### config.mk
export PLATFORM = sky130hd
export DESIGN_NAME = regptr_i2c_slave
export DESIGN_NICKNAME = d
export VERILOG_FILES = /design/src/rtl/regptr_i2c_pkg.sv /design/src/rtl/regptr_i2c_dp.sv /design/src/rtl/regptr_i2c_ctl.sv /design/src/rtl/regptr_i2c_slave.sv
export SDC_FILE = /design/constraint.sdc
export NUM_CORES = 1
export LEC_CHECK = 0
export BUFFER_PORTS_ARGS = -buffer_cell sky130_fd_sc_hd__buf_2
export CAP_MARGIN = 20
export CORE_UTILIZATION = 45
export DETAILED_ROUTE_END_ITERATION = 12
export PLACE_DENSITY = 0.69
export SETUP_SLACK_MARGIN = 0.5
export SLEW_MARGIN = 10
export SYNTH_ARGS = -nofsm -noshare
export SYNTH_HDL_FRONTEND = slang
export SYNTH_SLANG_ARGS = --single-unit
### constraint.sdc
create_clock -name clk -period 3.25 [get_ports clk]
set_input_delay 0 -clock clk [delete_from_list [all_inputs] [get_ports clk]]
set_output_delay 0 -clock clk [all_outputs]
set_load 0.02 [all_outputs]
### src/rtl/regptr_i2c_pkg.sv
package regptr_i2c_pkg;
  localparam int BYTE_W = 8;

  typedef enum logic [2:0] {
    ST_IDLE, ST_RX, ST_ACK, ST_TX, ST_TXACK, ST_IGNORE
  } ctlState_t;

  typedef enum logic [1:0] {
    RX_ADDR, RX_PTR, RX_DATA
  } rxKind_t;

  typedef struct packed {
    logic shiftIn;
    logic loadTx;
    logic shiftTx;
    logic loadPtr;
    logic incPtr;
    logic wrStrobe;
  } dpCtl_t;
endpackage

### src/rtl/regptr_i2c_dp.sv
module regptr_i2c_dp
  import regptr_i2c_pkg::*;
#(
  parameter int SYNC_STAGES = 2
) (
  input  logic              clk,
  input  logic              rstN,
  input  logic              sclIn,
  input  logic              sdaIn,
  input  dpCtl_t            ctl,
  input  logic [BYTE_W-1:0] rdData,
  output logic              sclLevel,
  output logic              sdaLevel,
  output logic              sclRise,
  output logic              sclFall,
  output logic              startSeen,
  output logic              stopSeen,
  output logic [BYTE_W-1:0] shReg,
  output logic              txBit,
  output logic [BYTE_W-1:0] ptr
);
  localparam int LINES = 2;
  localparam int SCL_IDX = 0;
  localparam int SDA_IDX = 1;

  logic [LINES-1:0] rawIn;
  logic [LINES-1:0] lineLvl;
  logic [LINES-1:0] linePrev;

  assign rawIn = {sdaIn, sclIn};

  // one synchronizer plus one history flop for each bus line
  for (genvar g = 0; g < LINES; g++) begin : gSync
    logic [SYNC_STAGES-1:0] pipe;
    logic                   prev;
    always_ff @(posedge clk or negedge rstN) begin
      if (!rstN) begin
        pipe <= '1;
        prev <= 1'b1;
      end else begin
        pipe <= {pipe[SYNC_STAGES-2:0], rawIn[g]};
        prev <= pipe[SYNC_STAGES-1];
      end
    end
    assign lineLvl[g]  = pipe[SYNC_STAGES-1];
    assign linePrev[g] = prev;
  end

  assign sclLevel  = lineLvl[SCL_IDX];
  assign sdaLevel  = lineLvl[SDA_IDX];
  assign sclRise   = lineLvl[SCL_IDX] & ~linePrev[SCL_IDX];
  assign sclFall   = ~lineLvl[SCL_IDX] & linePrev[SCL_IDX];
  assign startSeen = lineLvl[SCL_IDX] & linePrev[SCL_IDX] & linePrev[SDA_IDX] & ~lineLvl[SDA_IDX];
  assign stopSeen  = lineLvl[SCL_IDX] & linePrev[SCL_IDX] & ~linePrev[SDA_IDX] & lineLvl[SDA_IDX];

  // shared shift register: receive path fills from the bit line, transmit path empties from MSB
  always_ff @(posedge clk or negedge rstN) begin
    if (!rstN) begin
      shReg <= '0;
    end else if (ctl.loadTx) begin
      shReg <= rdData;
    end else if (ctl.shiftTx) begin
      shReg <= {shReg[BYTE_W-2:0], 1'b1};
    end else if (ctl.shiftIn) begin
      shReg <= {shReg[BYTE_W-2:0], sdaLevel};
    end
  end

  assign txBit = shReg[BYTE_W-1];

  always_ff @(posedge clk or negedge rstN) begin
    if (!rstN) begin
      ptr <= '0;
    end else if (ctl.loadPtr) begin
      ptr <= shReg;
    end else if (ctl.incPtr) begin
      ptr <= ptr + 1'b1;
    end
  end
endmodule

### src/rtl/regptr_i2c_ctl.sv
module regptr_i2c_ctl
  import regptr_i2c_pkg::*;
#(
  parameter logic [6:0] SLAVE_ADDR = 7'b1101011
) (
  input  logic              clk,
  input  logic              rstN,
  input  logic              sclRise,
  input  logic              sclFall,
  input  logic              startSeen,
  input  logic              stopSeen,
  input  logic              sdaLevel,
  input  logic [BYTE_W-1:0] rxByte,
  input  logic              txBit,
  output dpCtl_t            ctl,
  output logic              sdaDriveLow
);
  localparam int CNT_W = $clog2(BYTE_W);
  localparam logic [CNT_W-1:0] LAST_BIT = CNT_W'(BYTE_W - 1);

  ctlState_t         state;
  rxKind_t           kind;
  logic [CNT_W-1:0]  bitCnt;
  logic              full;
  logic              readMode;
  logic              masterAck;

  always_comb begin
    ctl = '0;
    unique case (state)
      ST_RX: begin
        ctl.shiftIn = sclRise & ~full;
        if (sclFall && full) begin
          ctl.loadPtr  = (kind == RX_PTR);
          ctl.wrStrobe = (kind == RX_DATA);
          ctl.incPtr   = (kind == RX_DATA);
        end
      end
      ST_ACK:   ctl.loadTx = sclFall & readMode;
      ST_TX: begin
        if (sclFall) begin
          ctl.incPtr  = (bitCnt == LAST_BIT);
          ctl.shiftTx = (bitCnt != LAST_BIT);
        end
      end
      ST_TXACK: ctl.loadTx = sclFall & masterAck;
      default: ;
    endcase
  end

  assign sdaDriveLow = (state == ST_ACK) || ((state == ST_TX) && !txBit);

  always_ff @(posedge clk or negedge rstN) begin
    if (!rstN) begin
      state     <= ST_IDLE;
      kind      <= RX_ADDR;
      bitCnt    <= '0;
      full      <= 1'b0;
      readMode  <= 1'b0;
      masterAck <= 1'b0;
    end else if (startSeen) begin
      state  <= ST_RX;
      kind   <= RX_ADDR;
      bitCnt <= '0;
      full   <= 1'b0;
    end else if (stopSeen) begin
      state <= ST_IDLE;
      full  <= 1'b0;
    end else begin
      unique case (state)
        ST_RX: begin
          if (sclRise && !full) begin
            if (bitCnt == LAST_BIT) full <= 1'b1;
            else bitCnt <= bitCnt + 1'b1;
          end
          if (sclFall && full) begin
            full   <= 1'b0;
            bitCnt <= '0;
            if (kind == RX_ADDR) begin
              if (rxByte[BYTE_W-1:1] == SLAVE_ADDR) begin
                state    <= ST_ACK;
                readMode <= rxByte[0];
                kind     <= RX_PTR;
              end else begin
                state <= ST_IGNORE;
              end
            end else begin
              state    <= ST_ACK;
              readMode <= 1'b0;
              kind     <= RX_DATA;
            end
          end
        end
        ST_ACK: begin
          if (sclFall) begin
            bitCnt <= '0;
            state  <= readMode ? ST_TX : ST_RX;
          end
        end
        ST_TX: begin
          if (sclFall) begin
            if (bitCnt == LAST_BIT) state <= ST_TXACK;
            else bitCnt <= bitCnt + 1'b1;
          end
        end
        ST_TXACK: begin
          if (sclRise) masterAck <= ~sdaLevel;
          if (sclFall) begin
            bitCnt <= '0;
            state  <= masterAck ? ST_TX : ST_IGNORE;
          end
        end
        default: ;
      endcase
    end
  end
endmodule

### src/rtl/regptr_i2c_slave.sv
module regptr_i2c_slave
  import regptr_i2c_pkg::*;
#(
  parameter logic [6:0] SLAVE_ADDR  = 7'b1101011,
  parameter int         SYNC_STAGES = 2
) (
  input  logic              clk,
  input  logic              rstN,
  input  logic              sclIn,
  input  logic              sdaIn,
  output logic              sdaDriveLow,
  output logic [BYTE_W-1:0] regAddr,
  output logic              regWrEn,
  output logic [BYTE_W-1:0] regWrData,
  input  logic [BYTE_W-1:0] regRdData
);
  dpCtl_t            ctl;
  logic              sclLevel;
  logic              sdaLevel;
  logic              sclRise;
  logic              sclFall;
  logic              startSeen;
  logic              stopSeen;
  logic [BYTE_W-1:0] shReg;
  logic              txBit;

  regptr_i2c_dp #(.SYNC_STAGES(SYNC_STAGES)) u_dp (
    .clk(clk), .rstN(rstN), .sclIn(sclIn), .sdaIn(sdaIn),
    .ctl(ctl), .rdData(regRdData),
    .sclLevel(sclLevel), .sdaLevel(sdaLevel),
    .sclRise(sclRise), .sclFall(sclFall),
    .startSeen(startSeen), .stopSeen(stopSeen),
    .shReg(shReg), .txBit(txBit), .ptr(regAddr)
  );

  regptr_i2c_ctl #(.SLAVE_ADDR(SLAVE_ADDR)) u_ctl (
    .clk(clk), .rstN(rstN),
    .sclRise(sclRise), .sclFall(sclFall),
    .startSeen(startSeen), .stopSeen(stopSeen),
    .sdaLevel(sdaLevel), .rxByte(shReg), .txBit(txBit),
    .ctl(ctl), .sdaDriveLow(sdaDriveLow)
  );

  assign regWrEn   = ctl.wrStrobe;
  assign regWrData = shReg;
endmodule

Word level (Yosys, flattened, before mapping)

Index checks and enable logic that the tools add are counted.
W data, S select, Z words.

Register bits after elaboration: 33
Input port bits: 12
Output and inout bits: 18
Word-level logic and storage cells: 122

Eq/ne operators: 20
Mux-type cells: 48
Reduce and logical (&&, ||, !) cells: 23
Bitwise operators: 17
Add/subtract/negate cells: 2

Operator list:

| kind                  | count |
|---|---|
| $mux W3               | 18 |
| $mux W8               | 5 |
| $ne A4 B3 Y1 const B  | 4 |
| $mux W1               | 14 |
| $mux W2               | 7 |
| $pmux W3 S4           | 1 |
| $reduce_bool A4 Y1    | 3 |
| $and A1 B1 Y1         | 10 |
| $reduce_and A5 Y1     | 2 |
| $pmux W3 S3           | 1 |
| $add A8 B1 Y8 const B | 1 |
| $reduce_and A4 Y1     | 2 |
| $eq A7 B7 Y1 const B  | 1 |
| $not A1 Y1            | 7 |
| $eq A3 B2 Y1 const B  | 2 |
| $eq A3 B3 Y1 const B  | 2 |
| $ne A3 B3 Y1 const B  | 2 |
| $reduce_and A6 Y1     | 1 |
| $reduce_bool A2 Y1    | 3 |
| $reduce_bool A3 Y1    | 2 |
| $reduce_bool A6 Y1    | 1 |
| $ne A2 B2 Y1 const B  | 2 |
| $ne A4 B2 Y1 const B  | 1 |
| $ne A4 B4 Y1 const B  | 1 |
| other kinds (13)      | 17 |

Longest topological paths before layout

Word-level depth: 8
Depth in mapped cells: 7
Depth with buffers taken out: 6

Modules after synthesis

A second synthesis with hierarchy kept.

Cells, all modules: 195
Area total of the unflattened synthesis: 1851.8 µm²

Modules (own cells, without submodules):

| module         | seq. area each (µm²) | cells an instance | area an instance (µm²) | instances |
|---|---|---|---|---|
| regptr_i2c_dp  | 558.0                | 96                | 1016.0                 | 1 |
| regptr_i2c_ctl | 275.3                | 99                | 835.8                  | 1 |

Least setup slack after synthesis

OpenSTA, ideal clock, no wires.

Kind: register -> register
From: reg u_dp.gSync[0].prev
To: reg u_dp.ptr[6]
Buffers on the path: 1
Clock period less this slack: 1.943 ns
Setup time: 0.126 ns
Stages on the path, launching flop included: 7
Setup slack: 1.307 ns
Required time: 3.124 ns
Data arrival time: 1.817 ns
Path through: dfstp_2 -> buf_4 -> nor2b_1 -> nand4_1 -> nand2_2 -> mux2_2 -> a221o_1

Cells in the longest elaborated chain, start to end: 5
Elaborated cells on any way between the ends: 8
Classes of those cells: mux (5); bitwise (1); reduce/logical (2)

RTL lines:

| item                                                           | line                 | source |
|---|---|---|
| start: declaration                                             | regptr_i2c_dp.sv:35  | `logic prev;` |
| start signal: assignment                                       | regptr_i2c_dp.sv:42  | `prev <= pipe[SYNC_STAGES-1];` |
| $and A1 B1 Y1 *                                                | regptr_i2c_dp.sv:52  | `assign sclFall = ~lineLvl[SCL_IDX] & linePrev[SCL_IDX];` |
| $logic_and A1 B1 Y1                                            | regptr_i2c_ctl.sv:33 | `if (sclFall && full) begin` |
| $mux W3                                                        | regptr_i2c_ctl.sv:33 |  |
| $pmux W1 S2 or $mux W1 (tied branches)                         | regptr_i2c_ctl.sv:30 | `unique case (state)` |
| $reduce_bool A2 Y1 (no source line) or $mux W8 (tied branches) | n/a                  |  |
| end signal: assignment                                         | regptr_i2c_dp.sv:75  | `ptr <= shReg;` |
| end signal: assignment                                         | regptr_i2c_dp.sv:77  | `ptr <= ptr + 1'b1;` |
| end: declaration                                               | regptr_i2c_dp.sv:20  | `output logic [BYTE_W-1:0] ptr` |

Every way passes the cells marked *; elsewhere a longest branch is shown, timed or not.
A chain may end at the register's enable or synchronous reset.

Worst setup path after layout

From: reg u_dp.gSync[0].prev
To: reg u_dp.ptr[7]

The elaborated chain is that of the path after synthesis.

==> results by group <==
STA
  • Layout Skew: around 0.0050 ns
  • Min Hold Slack: 0.0177 ns
  • Period utilization: 0.638
  • TNS Setup: 0 ns
  • Measured slew at the worst slew-check pin: roughly 0.72 ns
  • Final hold violation count: 0
  • Final setup vio count: 0
  • Tmin final: a little over 2 ns
  • Fin. max-slew vios: 0
  • RSZ-0062 raised after global routing: no
  • FMAX: between 400 and 500 MHz
  • Slew HR: 0.518

CTS
  • Clock latency on the worst-skew pair: between 0.2 and 0.3 ns
  • Setup bufs post-CTS: 0
  • Clk buf depth: 2
  • Root Buffer: clkbuf_8
  • Post-CTS resize count: 0
  • H-tree lvl count: 2
  • Clock Pin Slew Worst Setup and Hold Paths: 0.07 ns
  • Sink Count: 33
  • CTS tree: yes
  • TritonCTS Buffers: 5

Worst setup path
  • Worst R2R Path Depth: 5
  • CP Class: reg -> reg
  • Crit path largest cell delay: about 0.6 ns
  • FF-to-FF Start: u_dp.gSync[0].prev
  • WP data arrival: around 2.2 ns
  • Data required, critical path: about 3.4 ns
  • Maximum fanout along the worst path: 10
  • Crit start category: register
  • Crit-path slowest cell: dfstp_2
  • Worst R2R Setup Slack: around 1.2 ns
  • Crit path cell chain: nor2b_1 -> nand4_1 -> nand2_2 -> mux2_2 -> a221o_1
  • Reg-to-reg critical path endpoint: u_dp.ptr[7]
  • Delay-heaviest family, CP: simple AND/OR/NAND/NOR gates
  • CP Capture Type: register
  • Buf+Inv Stages, Crit Path: 0

Floorplanning
  • Die area: approximately 4300 um^2
  • Die X: about 66 um
  • I/O pin count: 30
  • Vert. Die Dim: 65.7 um
  • Core area: approximately 3800 um^2
  • Cell Rows: 22
  • Initial Utilization: 0.484

Hold path
  • WHS Path Cells: 3
  • Worst Hold Endpoint: u_dp.shReg[2]
  • Min-delay src: regRdData[2]
  • Min-delay worst type: in -> reg

Detailed routing
  • Remaining antenna violation count: 0
  • Vias/cell: about 5.5
  • DR WL/cell: between 10 and 15 um
  • Drc violations: 0
  • Initial DRC count: 67
  • Via count: approximately 1500
  • DR pass1 iterations: 4
  • DRT Wirelength: 3930 um

Place
  • # port buffers: 29
  • GPL Wtd Cong: 0.842
  • Detail Placement HPWL: about 2700 um

Synth
  • Cell area after synthesis: 1830 um^2
  • Synthesized area per cell: slightly below 10 um^2
  • Syn Inst Count: between 150 and 200
  • Share of the yosys chip area belonging to registers: 0.456
  • Synth warnings: 0
  • FF+latch count, synth: 33
  • Top_reg_cell synth: dfrtp_1
  • Unique cell type count in the Yosys netlist: 45
  • Post-synth EDFFs: 0
  • Syn Nets: 198
  • Asr flop ratio synth: 1.00

Global routing
  • Initial antenna violation count: 0
  • Largest net degree at the start of global routing: 34
  • Number of global-route vias before repair: 1439
  • GRT Util Overall: 0.207
  • First-pass GRT wire length: between 6000 and 7000 um
  • Total grt overflow: 0

Layout
  • Nets: 236
  • Commonest non-fill, non-tap cells in the layout: buf_2 (29), dfrtp_1 (27), a21oi_1 (20)
  • Fin util: 0.580
  • Area Growth Syn to Fin: 19.7%
  • Layout cells sized above 1: 0.256
  • Most common cell after layout, fill and taps aside: buf_2
  • Diodes inserted: 0

Pwr
  • Worst vdd ir: between 0.0004 and 0.0005 V
  • Leak: 0.000980 uW
  • PD cells: 760 nW/um^2

Outcome
  • Status: finished, final reports clean

Job
  • # Max-Cap Violations: 0
cells in the mapped netlist, drive strengths merged (3+ instances only):
cell type	count	area share
a21oi	20	0.055
a221o	5	0.027
and2	4	0.017
and3b	3	0.015
buf	8	0.038
dfrtp	27	0.37
dfstp	6	0.086
inv	4	0.0082
mux2	3	0.019
mux2i	12	0.066
nand2	16	0.036
nand3	11	0.033
nand3b	3	0.012
nor2	18	0.037
nor3	4	0.011
nor3b	6	0.031
o21ai	7	0.019
sequential cells by signal, indices dropped and copies added (netlist names):
signal,count
u_ctl.bitCnt,3
u_ctl.full,1
u_ctl.kind,2
u_ctl.masterAck,1
u_ctl.readMode,1
u_ctl.state,3
u_dp.gSync.pipe,4
u_dp.gSync.prev,2
u_dp.ptr,8
u_dp.shReg,8
worst max-delay path by stage:
stage                                  start           to  slack (ns)  cells past startpoint
after floorplan           u_dp.gSync[0].prev  u_dp.ptr[6]        1.31                      6
after global placement    u_dp.gSync[0].prev  u_dp.ptr[6]        1.24                      5
after detailed placement  u_dp.gSync[0].prev  u_dp.ptr[7]        1.18                      5
after CTS                 u_dp.gSync[0].prev  u_dp.ptr[7]        1.17                      5
after global routing      u_dp.gSync[0].prev  u_dp.ptr[7]        1.05                      5
final                     u_dp.gSync[0].prev  u_dp.ptr[7]        1.18                      5
repair_timing:
action,in CTS,in global routing
hold buffers,10,0
hold endpoints to repair,36,0
endpoints found under the setup margin,0,0
logic make-up after synthesis:
family,Yosys count,share of synthesized area
mux,15,0.0843
flops,33,0.456
compound gates,45,0.156
simple gates,74,0.232
xor+xnor,2,0.00960
buf+inv,13,0.0480
fa+ha+maj,2,0.0137
layout make-up:
| type | count | area, um^2 |
|---|---|---|
| Tap cell | 48 | 60.1 |
| Clock inverter | 2 | 37.5 |
| Sequential cell | 33 | 833 |
| Clock buffer | 6 | 82.6 |
| Multi-Input combinational cell | 138 | 905 |
| Inverter | 4 | 15.0 |
| Fill cell | 312 | 1590 |
| Timing Repair Buffer | 40 | 253 |
through the flow:
| stage | instances | setup slack, ns | cell area [um^2] | total power [uW] |
|---|---|---|---|---|
| detailed placement | 253 | 1.18 | 1970 | 1260 |
| CTS | 271 | 1.17 | 2190 | 1670 |
| global route | 271 | 1.05 | 2190 | 1770 |
| global placement | 253 | 1.24 | 1970 | 1240 |
| finish | 271 | 1.18 | 2190 | 1660 |
| floorplan | 184 | 1.31 | 1830 | 1110 |
tightest hold or removal path, stage by stage:
cell     delay, ns
buf_2         0.08
nor2_1        0.04
a21oi_1       0.13
where the power goes:
group          switching, uW  total, uW  internal (uW)
clock                    150        399            249
combinational            305        568            263
sequential               170        694            524
total                    625       1660           1040
metal layers:
layer,track usage,part of all wire,vias up
li1,-,-,748
met1,0.285,0.51,700
met2,0.316,0.44,33
met3,0.0469,0.034,5
met4,0.0761,0.0097,0
met5,0,0,-
Power figures use the tool's default switching activity.
